$ cat src/rtl/watchhi_pkg.sv
package watchhi_pkg;

  localparam int REG_W  = 64;
  localparam int HALF_W = 32;
  localparam int FLAG_W = 3;

  typedef enum logic [1:0] {
    ACC_LOW  = 2'b00,
    ACC_HIGH = 2'b01,
    ACC_FULL = 2'b10,
    ACC_NONE = 2'b11
  } acc_e;

  // Writable bits of the low word, flags excluded.
  function automatic logic [HALF_W-1:0] low_keep_mask(input int asid_w);
    logic [HALF_W-1:0] asid_ones;
    asid_ones = (32'd1 << asid_w) - 32'd1;
    return 32'h4000_0FF8 | (asid_ones << 16);
  endfunction

endpackage

$ cat src/rtl/watchhi_wrdec.sv
module watchhi_wrdec
  import watchhi_pkg::*;
#(
  parameter int NUM_REGS = 8,
  parameter int ASID_W   = 8,
  localparam int SEL_W   = $clog2(NUM_REGS)
) (
  input  logic                 wr_en,
  input  logic                 rd_en,
  input  acc_e                 acc,
  input  logic [SEL_W-1:0]     sel,
  input  logic [REG_W-1:0]     wdata,
  input  logic                 mi_en,
  output logic [NUM_REGS-1:0]  wr_low_vec,
  output logic [NUM_REGS-1:0]  wr_high_vec,
  output logic [HALF_W-1:0]    low_val,
  output logic [HALF_W-1:0]    high_val,
  output logic [FLAG_W-1:0]    clr,
  output logic                 acc_err
);

  localparam logic [HALF_W-1:0] KEEP = low_keep_mask(ASID_W);
  localparam logic [NUM_REGS-1:0] ONE = {{(NUM_REGS-1){1'b0}}, 1'b1};

  logic low_go;
  logic high_go;

  always_comb begin
    low_go   = wr_en && (acc == ACC_LOW || acc == ACC_FULL);
    high_go  = wr_en && ((acc == ACC_HIGH && mi_en) || acc == ACC_FULL);
    low_val  = wdata[HALF_W-1:0] & KEEP;
    clr      = wdata[FLAG_W-1:0];
    if (acc == ACC_FULL)
      high_val = mi_en ? wdata[REG_W-1:HALF_W] : '0;
    else
      high_val = wdata[HALF_W-1:0];
    wr_low_vec  = low_go  ? (ONE << sel) : '0;
    wr_high_vec = high_go ? (ONE << sel) : '0;
    acc_err     = (wr_en || rd_en) && acc == ACC_HIGH && !mi_en;
  end

endmodule

$ cat src/rtl/watchhi_entry.sv
module watchhi_entry
  import watchhi_pkg::*;
(
  input  logic              clk,
  input  logic              rst,
  input  logic              wr_low,
  input  logic              wr_high,
  input  logic [HALF_W-1:0] low_val,
  input  logic [HALF_W-1:0] high_val,
  input  logic [FLAG_W-1:0] clr,
  input  logic [FLAG_W-1:0] hit,
  output logic [REG_W-1:0]  q
);

  logic [FLAG_W-1:0] flag_nxt;

  // A hit outranks a clear aimed at the same flag.
  always_comb
    flag_nxt = (q[FLAG_W-1:0] & ~(wr_low ? clr : '0)) | hit;

  always_ff @(posedge clk) begin
    if (rst) begin
      q <= '0;
    end else begin
      if (wr_low)
        q[HALF_W-1:FLAG_W] <= low_val[HALF_W-1:FLAG_W];
      if (wr_high)
        q[REG_W-1:HALF_W] <= high_val;
      q[FLAG_W-1:0] <= flag_nxt;
    end
  end

endmodule

$ cat src/rtl/watchhi_rdmux.sv
module watchhi_rdmux
  import watchhi_pkg::*;
#(
  parameter int NUM_REGS = 8,
  localparam int SEL_W   = $clog2(NUM_REGS)
) (
  input  logic [NUM_REGS-1:0][REG_W-1:0] regs,
  input  logic [SEL_W-1:0]               sel,
  input  acc_e                           acc,
  output logic [REG_W-1:0]               rdata
);

  logic [REG_W-1:0] cur;

  always_comb begin
    cur = regs[sel];
    case (acc)
      ACC_LOW:  rdata = {{HALF_W{cur[HALF_W-1]}}, cur[HALF_W-1:0]};
      ACC_HIGH: rdata = {{HALF_W{1'b0}}, cur[REG_W-1:HALF_W]};
      ACC_FULL: rdata = cur;
      default:  rdata = '0;
    endcase
  end

endmodule

$ cat src/rtl/watchhi_bank.sv
module watchhi_bank
  import watchhi_pkg::*;
#(
  parameter int NUM_REGS = 8,
  parameter int ASID_W   = 8,
  localparam int SEL_W   = $clog2(NUM_REGS),
  localparam int HIT_W   = NUM_REGS * FLAG_W
) (
  input  logic             clk,
  input  logic             rst,
  input  logic             wr_en,
  input  logic             rd_en,
  input  logic [1:0]       acc_type,
  input  logic [SEL_W-1:0] sel,
  input  logic [REG_W-1:0] wdata,
  input  logic             mi_en,
  input  logic [HIT_W-1:0] hit,
  output logic [REG_W-1:0] rdata,
  output logic             err
);

  acc_e                           acc;
  logic [NUM_REGS-1:0]            wr_low_vec;
  logic [NUM_REGS-1:0]            wr_high_vec;
  logic [HALF_W-1:0]              low_val;
  logic [HALF_W-1:0]              high_val;
  logic [FLAG_W-1:0]              clr;
  logic [NUM_REGS-1:0][REG_W-1:0] regs_q;

  assign acc = acc_e'(acc_type);

  watchhi_wrdec #(.NUM_REGS(NUM_REGS), .ASID_W(ASID_W)) u_dec (
    .wr_en      (wr_en),
    .rd_en      (rd_en),
    .acc        (acc),
    .sel        (sel),
    .wdata      (wdata),
    .mi_en      (mi_en),
    .wr_low_vec (wr_low_vec),
    .wr_high_vec(wr_high_vec),
    .low_val    (low_val),
    .high_val   (high_val),
    .clr        (clr),
    .acc_err    (err)
  );

  for (genvar g = 0; g < NUM_REGS; g++) begin : g_reg
    watchhi_entry u_ent (
      .clk     (clk),
      .rst     (rst),
      .wr_low  (wr_low_vec[g]),
      .wr_high (wr_high_vec[g]),
      .low_val (low_val),
      .high_val(high_val),
      .clr     (clr),
      .hit     (hit[g*FLAG_W +: FLAG_W]),
      .q       (regs_q[g])
    );
  end

  watchhi_rdmux #(.NUM_REGS(NUM_REGS)) u_rd (
    .regs (regs_q),
    .sel  (sel),
    .acc  (acc),
    .rdata(rdata)
  );

endmodule

$ cat config.mk
export PLATFORM = sky130hd
export DESIGN_NAME = watchhi_bank
export DESIGN_NICKNAME = d
export VERILOG_FILES = /design/src/rtl/watchhi_pkg.sv /design/src/rtl/watchhi_wrdec.sv /design/src/rtl/watchhi_entry.sv /design/src/rtl/watchhi_rdmux.sv /design/src/rtl/watchhi_bank.sv
export SDC_FILE = /design/constraint.sdc
export NUM_CORES = 1
export LEC_CHECK = 0
export CAP_MARGIN = 20
export CORE_MARGIN = 2
export CORE_UTILIZATION = 40
export CTS_CLUSTER_DIAMETER = 200
export CTS_CLUSTER_SIZE = 40
export DETAILED_ROUTE_END_ITERATION = 10
export PLACE_DENSITY = 0.68
export SLEW_MARGIN = 20
export SYNTH_ARGS = -nofsm -noshare
export SYNTH_HDL_FRONTEND = slang
export SYNTH_SLANG_ARGS = --single-unit
$ cat constraint.sdc
create_clock -name clk -period 2.8 [get_ports clk]
set_input_delay 0.7 -clock clk [delete_from_list [all_inputs] [get_ports clk]]
set_output_delay 0.7 -clock clk [all_outputs]
set_load 0.05 [all_outputs]
==> results by group, run 1 <==
Status
  – Outcome: finished, violations left
  – Failing checks: negative setup slack

Placement
  – Placed inst area: around 23000 µm²
  – Gpl congestion: 0.875
  – Post-DP HPWL: roughly 39 mm
  – PortBufs: 162
  – Pre-CTS setup slack: -0.351 ns

Layout
  – Design area: 24200 µm²
  – Top reg by flops: g.u_ent.q
  – Layout cells sized above 1: 22.1%
  – Registers with the most flip-flops: g.u_ent.q x424
  – Ant. Diodes: 0
  – Final net count: 2352
  – Max reg flops: 424
  – Synth-to-layout area growth: 26.8%
  – Fillers: roughly 4.2k

Yosys
  – #FFs+latches synth: 424
  – Post-synth top flop: dfxtp_1
  – Count leader, synth: dfxtp_1
  – Post-synth top cells: dfxtp_1 (424), nand2_1 (335), nand3b_1 (257), o21ai_0 (215), a21oi_1 (170)
  – Sequential share of the synthesized area: between 40 and 50%
  – Syn Std Cell Area: approximately 19000 µm²
  – Post-synth ARST share: 0%
  – Avg Synthesized Cell Area: ~9.2 µm²
  – Yosys top cell area share: between 40% and 50%
  – Largest cells by area after synthesis: dfxtp_1 (44%), nand3b_1 (10%), mux4_2 (9.1%)
  – Yosys warning total: 0
  – Syn Nets: ~2.2k
  – Number of synthesized flops with an enable pin: 0
  – Cell taking the most area after synthesis: dfxtp_1
  – Post-Syn Instances: just over 2k
  – Library cells used by synthesis: 45

Critical path
  – Largest stage delay, worst path: 0.48 ns
  – R2R setup slack: 2.12 ns
  – Reg2Reg Depth: 2
  – CP Capture Type: output pin
  – Worst path depth: 8
  – Slowest cell on crit path: mux4_2
  – R2r endpoint: g_reg[4].u_ent.q[30]
  – Worst Path Max Fanout: 11
  – WS Path Type: input pin to output pin
  – CP top delay family: buffers and inverters
  – Crit path capture: rdata[11]
  – Crit path DAT: approximately 2.3 ns
  – Crit path cell chain: clkbuf_16 > buf_12 > buf_4 > mux4_2 > mux2i_1 > buf_4 > o21ai_4 > buf_12
  – FF-to-FF Start: g_reg[4].u_ent.q[30]
  – Worst Path Buf+Inv: 5
  – Required @ worst endpoint: 2.10 ns
  – Start point of the critical path: sel[0]
  – CP startpoint kind: input pin

Timing
  – Fin. max-slew vios: 0
  – Final setup margin: -0.163 ns
  – Final clock skew: 0 ns
  – Hold Vio Cnt, Final: 0
  – Final setup violation count: 59
  – Post-route clock period utilization: 106%
  – Min Tclk post-route: 2.96 ns
  – Hold slack: 0.463 ns
  – Max_slew headroom: 44.3%
  – Worst slew pin tran: 0.835 ns
  – RSZ-0062 raised after global routing: yes
  – Max Clock Freq: 0.338 GHz

Clock tree
  – Deepest level of the CTS H-tree: 1
  – Clock buffer count from CTS: 14
  – Clock transition at path regs: 0.14 ns
  – Worst skew pair latency: 0.53 ns
  – Clock sinks: 424
  – CTS Root Buffer Type: clkbuf_16
  – Hold_buf cts: 0
  – Clk buf depth: 3
  – TritonCTS clock tree: built

Pwr
  – Pwr Total: 10.6 mW
  – Int Pwr: 7.84 mW
  – Leakage: 8.39 nW
  – Gate power share: 14.9%
  – Power per cell area: 436 nW/µm²
  – Sw power: 2.73 mW
  – Switch share: 25.8%
  – Clk pwr share: between 20% and 30%
  – Seq pwr share: 58.3%
  – Peak VDD IR: 0.000365 V

Routing
  – Avg WL per Cell: 20.2 µm
  – First DRT Iteration DRCs: 1485
  – TritonRoute pass-1 iters: 5
  – Vias per Instance: 5.75
  – Routed Antenna Nets: 0
  – Via count: between 15k and 20k
  – WL final: 57.8 mm
  – DRC viols: 0

Global route
  – Antenna violations before repair: 0
  – Pin count of the biggest net entering global routing: between 60 and 70
  – Tot GR Track Use: 22.6%
  – Grt ovf: 0
  – Vias in the first global route: 16.0k
  – First-pass GRT wire length: 89.6 mm

Die
  – Chip Width: 223 µm
  – Initial core utilization: 40.3%
  – Die area: 49500 µm²
  – Die height: 223 µm
  – Core area: 47400 µm²
  – Std cell rows: 80
  – Ports: 163

Run
  – Max Cap Viol: 0

Min path
  – Worst min-delay path class: flip-flop to flip-flop
==> stage by stage <==
| step | utilization [%] | setup TNS [ns] | std cells |
|---|---|---|---|
| global route | 51.0 | -6.93 | 2869 |
| finish | 51.0 | -3.94 | 2869 |
| CTS | 50.3 | -3.41 | 2855 |
| detailed placement | 48.5 | -50.86 | 2827 |
| floorplan | - | -2.52 | 2069 |
| global placement | 48.5 | -44.18 | 2827 |
==> power by group through the flow <==
stage                     Combinational (mW)  Clock [mW]  Sequential [mW]
after CTS                               1.51        2.88             6.16
after detailed placement                1.45           0             6.29
final                                   1.58        2.83             6.16
after global routing                    1.66        3.08             6.17
after floorplan                        0.823           0             6.28
after global placement                  1.43           0             6.29
==> metal layers <==
layer / part of all wire [%] / wire, µm / vias up / GRT usage (%)
met3: 6.7 / 3880 / 81 / 2.75
met1: 42 / 24500 / 8136 / 30.5
met2: 49 / 28200 / 594 / 38.3
li1: - / - / 7672 / -
met4: 2.2 / 1260 / 0 / 5.89
met5: 0 / 0 / - / 0
==> cell families after synthesis <==
family | share of synthesized area [%]
and+or+nand+nor | 20.9
muxes | 13.0
DFF | 44.4
AOI/OAI and AO/OA | 15.9
buffers and inverters | 5.85
==> worst min path at each step <==
| stage | cells past startpoint | startpoint | end |
|---|---|---|---|
| global placement | 2 | g_reg[7].u_ent.q[19] | g_reg[7].u_ent.q[19] |
| global route | 2 | g_reg[2].u_ent.q[5] | g_reg[2].u_ent.q[5] |
| detailed placement | 2 | g_reg[6].u_ent.q[18] | g_reg[6].u_ent.q[18] |
| finish | 2 | g_reg[0].u_ent.q[6] | g_reg[0].u_ent.q[6] |
| CTS | 2 | g_reg[6].u_ent.q[18] | g_reg[6].u_ent.q[18] |
| floorplan | 2 | g_reg[2].u_ent.q[21] | g_reg[2].u_ent.q[21] |
==> repair_timing <==
item                       in CTS  in global routing
resized for setup              81                 37
setup endpoints to repair      65                 63
pin swaps                       4                 10
cloned                          0                  3
setup buffers                  12                 11
==> worst min-delay path, cell delays in order, from the launching register on <==
cell and delay [ns]:
dfxtp_1 0.33, nand2_1 0.05, a21oi_1 0.05
==> placed cells by master, fill, tap and decap left out, drive strengths merged, types with 6 or more instances in the layout <==
cell / instances
o21ai: 269
o22ai: 9
nor2: 74
mux2i: 73
nand3: 57
clkdlybuf4s50: 91
dfxtp: 424
nand2: 340
a21oi: 170
o211ai: 6
o221ai: 6
buf: 280
nand3b: 258
a22oi: 29
mux4: 77
a21o: 32
a2bb2oi: 6
clkbuf: 19
==> area by class of cell <==
cell class              count  area [µm²]  area share, %
inverters                   2        11.3         0.0465
flip-flops and latches    424        8490           35.0
multi-input cells        1436       10100           41.5
clock inverters             1        16.3         0.0672
repair buffers            376        4500           18.6
well taps                 615         769           3.18
clock buffers              15         375           1.55
Note: power is estimated with default switching activity, not from simulation.
==> run 2: changes to the inputs <==
Clock period 2.8 ns to 3.7 ns, I/O delays scaled along.
==> run 2 against run 1 <==
Net effect: the run now ends clean; non-clock buffer count fell by 105; via count fell by 2.2%; setup slack improved by 0.22 ns; cell area fell by 7.2%; sequential share of layout area rose by 2.7 points; combinational power fell by 35%; sequential cell count did not move; register-to-register slack improved by 0.90 ns; wire length fell by 0.22%; cell count fell by 3.6%; clock-buffer cell count did not move; critical path type unchanged; largest power group unchanged; highest routed layer unchanged.
==> results by group, run 2 (synthesis results as in run 1) <==
Global route
  – Grt ovf: 0
  – First-pass GRT wire length: about 90 mm
  – Vias in the first global route: 15.8k
  – Antenna violations before repair: 3
  – Pin count of the biggest net entering global routing: 97
  – Tot GR Track Use: 22.7%

Timing
  – Max Clock Freq: between 0.2 and 0.3 GHz
  – Final setup violation count: 0
  – Min Tclk post-route: 3.65 ns
  – Worst slew pin tran: 0.935 ns
  – Post-route clock period utilization: 98.6%
  – Final clock skew: 0 ns
  – RSZ-0062 raised after global routing: no
  – Hold Vio Cnt, Final: 0
  – Hold slack: 0.465 ns
  – Final setup margin: 0.0532 ns
  – Max_slew headroom: 37.4%
  – Fin. max-slew vios: 0

Pwr
  – Switch share: 25.8%
  – Power per cell area: roughly 350 nW/µm²
  – Seq pwr share: 59.5%
  – Gate power share: 13.1%
  – Peak VDD IR: 0.000275 V
  – Int Pwr: 5.81 mW
  – Sw power: just over 2 mW
  – Clk pwr share: 27.4%
  – Leakage: 7.67 nW

Routing
  – TritonRoute pass-1 iters: 8
  – DRC viols: 0
  – Routed Antenna Nets: 0
  – First DRT Iteration DRCs: 1802
  – WL final: 57.7 mm
  – Avg WL per Cell: 20.9 µm
  – Vias per Instance: 5.83
  – Via count: between 15k and 20k

Placement
  – Placed inst area: 22000 µm²
  – Post-DP HPWL: ~38 mm
  – Pre-CTS setup slack: -0.210 ns
  – PortBufs: 162
  – Gpl congestion: about 0.84

Clock tree
  – Worst skew pair latency: 0.53 ns
  – Post-CTS Setup Bufs: 0
  – TritonCTS clock tree: built
  – Clock sinks: 424
  – Clock transition at path regs: 0.15 ns
  – Clk buf depth: 3
  – Hold_buf cts: 0
  – Clock buffer count from CTS: 14
  – Deepest level of the CTS H-tree: 1
  – CTS Root Buffer Type: clkbuf_16

Die
  – Die area: 49500 µm²
  – Ports: 163
  – Initial core utilization: between 40% and 50%
  – Chip Width: 223 µm
  – Core area: 47400 µm²
  – Die height: 223 µm
  – Std cell rows: 80

Layout
  – Design area: roughly 22000 µm²
  – Fillers: 4447
  – Final net count: 2247
  – Commonest non-fill, non-tap cells in the layout: dfxtp_1 (424), nand2_1 (335), nand3b_1 (257)
  – Max reg flops: about 420
  – Registers with the most flip-flops: g.u_ent.q x424
  – Commonest non-fill, non-tap cell in the layout: dfxtp_1
  – Fin util: 47.4%
  – Synth-to-layout area growth: 17.7%
  – Top reg by flops: g.u_ent.q
  – Layout cells sized above 1: between 10% and 20%

Critical path
  – R2R setup slack: 3.02 ns
  – Required @ worst endpoint: 2.77 ns
  – Crit path DAT: 2.72 ns
  – Worst Path Max Fanout: 22
  – CP Capture Type: output pin
  – Reg2Reg Depth: 2
  – WS Path Type: input pin to output pin
  – CP startpoint kind: input pin

Status
  – Outcome: completed

Run
  – Max Cap Viol: 0

Min path
  – Hold depth: 2
  – Worst min-delay path class: flip-flop to flip-flop
==> run 2: cell count changes in the layout (fill, tap and decap cells not counted), sizes merged <==
| cell | previous run | this run |
|---|---|---|
| clkbuf | 19 | 15 |
| clkdlybuf4s50 | 91 | 92 |
| clkinv | 0 | 1 |
| dlygate4sd2 | 1 | 0 |
| diode | 0 | 2 |
| clkinvlp | 1 | 0 |
| buf | 280 | 179 |
==> run 2: per-stage QoR <==
step / power (mW) / instances / TNS, ns
after floorplan: 5.34 / 2069 / 0
final: 7.83 / 2766 / 0
after detailed placement: 5.77 / 2748 / -0.603
after global placement: 5.75 / 2748 / -0.726
after CTS: 7.86 / 2764 / 0
after global routing: 8.07 / 2766 / 0
==> run 2: area by class of cell <==
class | count | area [µm²] | area share [%]
multi-input cells | 1436 | 9570 | 42.6
diodes | 2 | 5.00 | 0.0223
well taps | 615 | 769 | 3.42
inverters | 2 | 7.51 | 0.0334
repair buffers | 271 | 3250 | 14.5
clock buffers | 15 | 375 | 1.67
flip-flops and latches | 424 | 8490 | 37.7
clock inverters | 1 | 16.3 | 0.0723
==> run 2: final timing paths <==
kind	from	end
max	sel[0]	rdata[8]
min	g_reg[0].u_ent.q[5]	g_reg[0].u_ent.q[5]
max reg2reg	g_reg[4].u_ent.q[30]	g_reg[4].u_ent.q[30]
min reg2reg	g_reg[0].u_ent.q[5]	g_reg[0].u_ent.q[5]
==> run 2: worst max-delay path, stage by stage <==
cell,delay [ns]
buf_8,0.26
buf_4,0.39
mux4_2,0.58
a22oi_1,0.16
o21ai_1,0.19
buf_12,0.20
==> run 2: timing repair <==
action / 4_1_cts / 5_1_grt
endpoints found under the hold margin: 0 / 0
pin swaps: 0 / 0
resized for setup: 6 / 3
endpoints found under the setup margin: 5 / 7
==> run 2: layer usage <==
metal  up-vias  share of wire [%]  GRT usage (%)
met4         0                3.1           7.30
li1       7469                  -              -
met3       105                6.9           2.95
met1      7922                 43           30.2
met2       627                 47           38.4
met5         -                  0              0
==> run 2: power groups by stage <==
| stage | registers [mW] | logic [mW] | clock network (mW) |
|---|---|---|---|
| after global routing | 4.67 | 1.08 | 2.31 |
| after detailed placement | 4.76 | 1.01 | 0 |
| final | 4.66 | 1.02 | 2.15 |
| after floorplan | 4.75 | 0.589 | 0 |
| after global placement | 4.76 | 0.995 | 0 |
| after CTS | 4.66 | 1.01 | 2.18 |
==> run 3: changes to the inputs <==
Settings changed: HOLD_SLACK_MARGIN set to 0.1.
==> results of run 3 <==
No change in the layout: final DEF, timing and power equal those of run 2.
